### config.mk
export PLATFORM = sky130hd
export DESIGN_NAME = loop_poll_tx
export DESIGN_NICKNAME = d
export VERILOG_FILES = /design/src/rtl/loop_poll_tx.sv
export SDC_FILE = /design/constraint.sdc
export NUM_CORES = 1
export LEC_CHECK = 0
export BUFFER_PORTS_ARGS = -buffer_cell sky130_fd_sc_hd__buf_2
export CORE_ASPECT_RATIO = 1.4
export CORE_MARGIN = 2
export CORE_UTILIZATION = 30
export CTS_CLUSTER_DIAMETER = 30
export DETAILED_ROUTE_END_ITERATION = 7
export PLACE_DENSITY_LB_ADDON = 0.05
export SYNTH_ARGS = -nofsm -noshare
export SYNTH_HDL_FRONTEND = slang
export SYNTH_SLANG_ARGS = --single-unit
### constraint.sdc
create_clock -name clk -period 3.02 [get_ports clk]
set_clock_uncertainty 0.15 [all_clocks]
set_input_delay 0.151 -clock clk [delete_from_list [all_inputs] [get_ports clk]]
set_output_delay 0.151 -clock clk [all_outputs]
set_load 0.03 [all_outputs]
### src/rtl/loop_poll_tx.sv
module loop_poll_tx #(
  parameter int unsigned BYTE_W  = 8,
  parameter int unsigned RUN_MAX = 5
) (
  input  logic              clk,
  input  logic              rst_n,
  input  logic              bit_en,
  input  logic              rx_bit,
  input  logic              go_active,
  input  logic              wr_valid,
  input  logic [BYTE_W-1:0] wr_data,
  input  logic              wr_last,
  output logic              wr_ready,
  output logic              tx_bit,
  output logic              loop_sending,
  output logic              poll_hit
);
  localparam int unsigned CW = $clog2(BYTE_W + 1);
  localparam int unsigned OW = $clog2(RUN_MAX + 1);
  localparam logic [6:0] POLL_HEAD = 7'b0111111;

  typedef enum logic [1:0] {S_RPT, S_FLAG, S_DATA} st_t;

  st_t              st_q;
  logic [6:0]       hist_q;
  logic             tx_q, send_q, hit_q;
  logic [BYTE_W-1:0] buf_q, sh_q;
  logic             buf_last_q, buf_v_q, cur_last_q;
  logic [CW-1:0]    bcnt_q;
  logic [2:0]       fcnt_q;
  logic [OW-1:0]    ones_q;

  assign wr_ready     = !buf_v_q;
  assign tx_bit       = tx_q;
  assign loop_sending = send_q;
  assign poll_hit     = hit_q;

  wire accept    = wr_valid && !buf_v_q;
  wire poll_seen = rx_bit && (hist_q == POLL_HEAD);
  wire stuff_now = (ones_q == OW'(RUN_MAX));
  wire dbit      = sh_q[0];
  wire last_pos  = (bcnt_q == CW'(BYTE_W - 1));
  wire run_full  = dbit && (ones_q == OW'(RUN_MAX - 1));
  wire byte_done = stuff_now ? (bcnt_q == CW'(BYTE_W)) : (last_pos && !run_full);

  always_ff @(posedge clk) begin
    if (!rst_n) begin
      st_q       <= S_RPT;
      hist_q     <= '1;
      tx_q       <= 1'b1;
      send_q     <= 1'b0;
      hit_q      <= 1'b0;
      buf_q      <= '0;
      buf_last_q <= 1'b0;
      buf_v_q    <= 1'b0;
      sh_q       <= '0;
      cur_last_q <= 1'b0;
      bcnt_q     <= '0;
      fcnt_q     <= '0;
      ones_q     <= '0;
    end else begin
      hit_q <= 1'b0;
      if (accept) begin
        buf_q      <= wr_data;
        buf_last_q <= wr_last;
        buf_v_q    <= 1'b1;
      end
      if (bit_en) begin
        hist_q <= {hist_q[5:0], rx_bit};
        case (st_q)
          S_RPT: begin
            if (go_active && poll_seen) begin
              tx_q   <= 1'b0;
              st_q   <= S_FLAG;
              fcnt_q <= '0;
              send_q <= 1'b1;
              hit_q  <= 1'b1;
            end else begin
              tx_q <= rx_bit;
            end
          end
          S_FLAG: begin
            tx_q   <= (fcnt_q != 3'd0) && (fcnt_q != 3'd7);
            fcnt_q <= fcnt_q + 3'd1;
            if (fcnt_q == 3'd7) begin
              if (buf_v_q) begin
                st_q       <= S_DATA;
                sh_q       <= buf_q;
                cur_last_q <= buf_last_q;
                bcnt_q     <= '0;
                ones_q     <= '0;
                buf_v_q    <= 1'b0;
              end else if (!go_active) begin
                st_q   <= S_RPT;
                send_q <= 1'b0;
              end
            end
          end
          S_DATA: begin
            if (stuff_now) begin
              tx_q   <= 1'b0;
              ones_q <= '0;
            end else begin
              tx_q   <= dbit;
              sh_q   <= sh_q >> 1;
              bcnt_q <= bcnt_q + CW'(1);
              ones_q <= dbit ? ones_q + OW'(1) : '0;
            end
            if (byte_done) begin
              if (!cur_last_q && buf_v_q) begin
                sh_q       <= buf_q;
                cur_last_q <= buf_last_q;
                bcnt_q     <= '0;
                buf_v_q    <= 1'b0;
              end else begin
                st_q   <= S_FLAG;
                fcnt_q <= '0;
              end
            end
          end
          default: st_q <= S_RPT;
        endcase
      end
    end
  end
endmodule

==> impl_metrics.tcl <==
set metrics [dict create \
    die_y_um 102 \
    layout_min_cycle_time_ns 2.31 \
    finalNonFillerCells 364 \
    routed_wl_um 4760 \
    fillers 713 \
    synthCells 245 \
    drive_gt1_share_pct 12.1 \
    grt_pass1_vias 1665 \
    die_w_um 74.1 \
    h-tree-depth 2 \
    ir_drop_mv 0.200 \
    hpwl_um 3210 \
    fin_crit_sh_pct 76.4 \
    rows 35 \
    hp-class "input port to flip-flop" \
    finalNetCount 298 \
    dpl.cell_count 345 \
    async_reset_ff_share_pct 0 \
    clkSinkCount 41 \
    synth_top_area_share_pct 39.7 \
    drv_cap 0 \
    synth_seq_cells 41 \
    dr_total_vias 1706 \
    antennaDiodeCount 0 \
    cts_resized 0 \
    viasPerCell 4.69 \
    critPathLaunchType "flip-flop" \
    initial_core_util_pct 31.2 \
    grt_first_pass_wirelength_um 8050 \
    whs_ns 0.0765 \
    powerDensity_mw_per_mm2 439 \
    track_usage_pct 14.0 \
    synth_most_common_cell "nand2_1" \
    wire_per_inst_um 13.1 \
    worstPathRequired_ns 3.03 \
    worstSkewPairLatency_ns 0.29 \
    port_buffers 18 \
    finalMaxSlewViolations 0 \
    netlist_area_mm2 0.00207 \
    ys.flop_type "dfxtp_1" \
    hold_viol 0 \
    drtIter0Drc 69 \
    yosysWarnings 0 \
    postRouteAntennaNets 0 \
    tightest_slew_ns 0.742 \
    synth_edf_count 0 \
    clockBufferDepth 2 \
    synth_area_leaders "dfxtp_1, mux2i_1, nand2_1" \
    max_freq_mhz 433 \
    dp_slack_ns 0.700 \
    grt_max_degree 28 \
    area_delta_synth_final_pct 18.9 \
    finalWeightedCongestion 0.681 \
    route.detailed.drc 0 \
    tns_ns 0 \
    outcome "finished clean" \
    ioPinCount 19 \
    core_area_mm2 0.00661 \
    slew_headroom_pct 50.4 \
    cts-root-buf "clkbuf_8" \
    hold_buffers 11 \
    syn_nets 272 \
    yosysTopAreaCell "dfxtp_1" \
    grt_overflow 0 \
    antenna_found_initial 0 \
    finalSetupViolations 0 \
    layout_setup_ws_ns 0.712 \
    syn_area_per_cell_um2 8.43 \
    clk_transition_reported_paths_ns 0.09 \
    die_area_mm2 0.00757 \
    ys_top_cells_by_count "nand2_1, dfxtp_1, a21oi_1, mux2i_1, inv_1" \
    crit_type "flip-flop to flip-flop" \
    end_kind "flip-flop" \
    worstPathMaxFanout 12 \
    yosys.cell_types.count 43 \
    p_leak_nw 1.02 \
    cts_tree "done" \
    yosysSeqAreaShare_pct 39.7 \
    cts_made_buffers 5 \
    post-cts-setup-buffer-count 0 \
    grt_setup_unrepaired "false" \
    crit_arrival_ns 2.32 \
    firstDrtPassIters 4 \
]
## per-layer routing
metal  up-vias  GRT usage (%)  wire length [µm]
met5         -              0                 0
met2        21           24.5              2330
met1       785           16.7              2230
met4         0           4.62                68
met3         5           3.06               126
li1        895              -                 -
## metrics by stage
step           instance area, µm²  power (mW)  util (%)
5_1_grt                      2460        1.13      37.1
3_5_place_dp                 2230       0.632      33.8
6_report                     2460        1.08      37.1
4_1_cts                      2460        1.10      37.1
3_3_place_gp                 2230       0.632      33.8
2_1_floorplan                2070       0.607         -
## sequential cells by signal, indices dropped and copies added (netlist names)
| signal | count |
|---|---|
| sh_q | 8 |
| loop_sending | 1 |
| tx_bit | 1 |
| st_q | 2 |
| buf_last_q | 1 |
| ones_q | 3 |
| hist_q | 7 |
| cur_last_q | 1 |
| poll_hit | 1 |
| fcnt_q | 3 |
| bcnt_q | 4 |
| buf_q | 8 |
| buf_v_q | 1 |
## report_power, final
part	leakage [nW]	total (mW)	switching [mW]	internal, mW
Sequential	0.333	0.557	0.00693	0.550
Combinational	0.632	0.0712	0.0394	0.0318
Clock	0.0554	0.449	0.200	0.248
Total	1.02	1.08	0.247	0.831
## worst max-delay path, cell delays in order (launching register included)
cell and delay (ns):
dfxtp_1 0.34, inv_1 0.08, ha_1 0.37, and3_1 0.24, o21ai_1 0.08, buf_4 0.20
a31oi_2 0.44, o32a_1 0.24, nor2_1 0.04
## final timing paths
| kind | to | start | slack, ns | cells past startpoint |
|---|---|---|---|---|
| max | sh_q[7] | st_q[1] | 0.71 | 8 |
| min | poll_hit | go_active | 0.08 | 4 |
| max reg2reg | sh_q[7] | st_q[1] | 0.71 | 8 |
| min reg2reg | buf_q[6] | buf_q[6] | 0.31 | 2 |
## placed cells by master (no fill, tap or decap), types with 5 or more instances in the layout
cell type	Yosys	final
a21oi_1	21	21
buf_2	2	18
clkbuf_8	0	5
dfxtp_1	41	41
dlygate4sd3_1	0	11
ha_1	12	12
inv_1	14	14
mux2i_1	20	20
nand2_1	46	46
nand2b_1	6	6
nand3_1	9	9
nor2_1	6	6
nor3_1	6	6
o21ai_0	13	13
## cells by family (layout without fill, tap and decap cells)
| logic type | count (synthesis) | count (layout) | synth area share, % |
|---|---|---|---|
| mux | 20 | 20 | 9.69 |
| simple gates | 93 | 93 | 22.2 |
| buf+inv | 27 | 54 | 5.21 |
| fa+ha+maj | 12 | 12 | 7.27 |
| compound gates | 52 | 52 | 15.9 |
| flops | 41 | 41 | 39.7 |
## cell type report
type                    instances  area (µm²)  share of cell area, %
multi-input cells             177        1140                   46.3
flip-flops and latches         41         821                   33.4
repair buffers                 31         215                   8.76
well taps                      92         115                   4.69
clock buffers                   6        72.6                   2.95
inverters                      15        56.3                   2.29
clock inverters                 2        38.8                   1.58
Power figures use the tool's default switching activity.
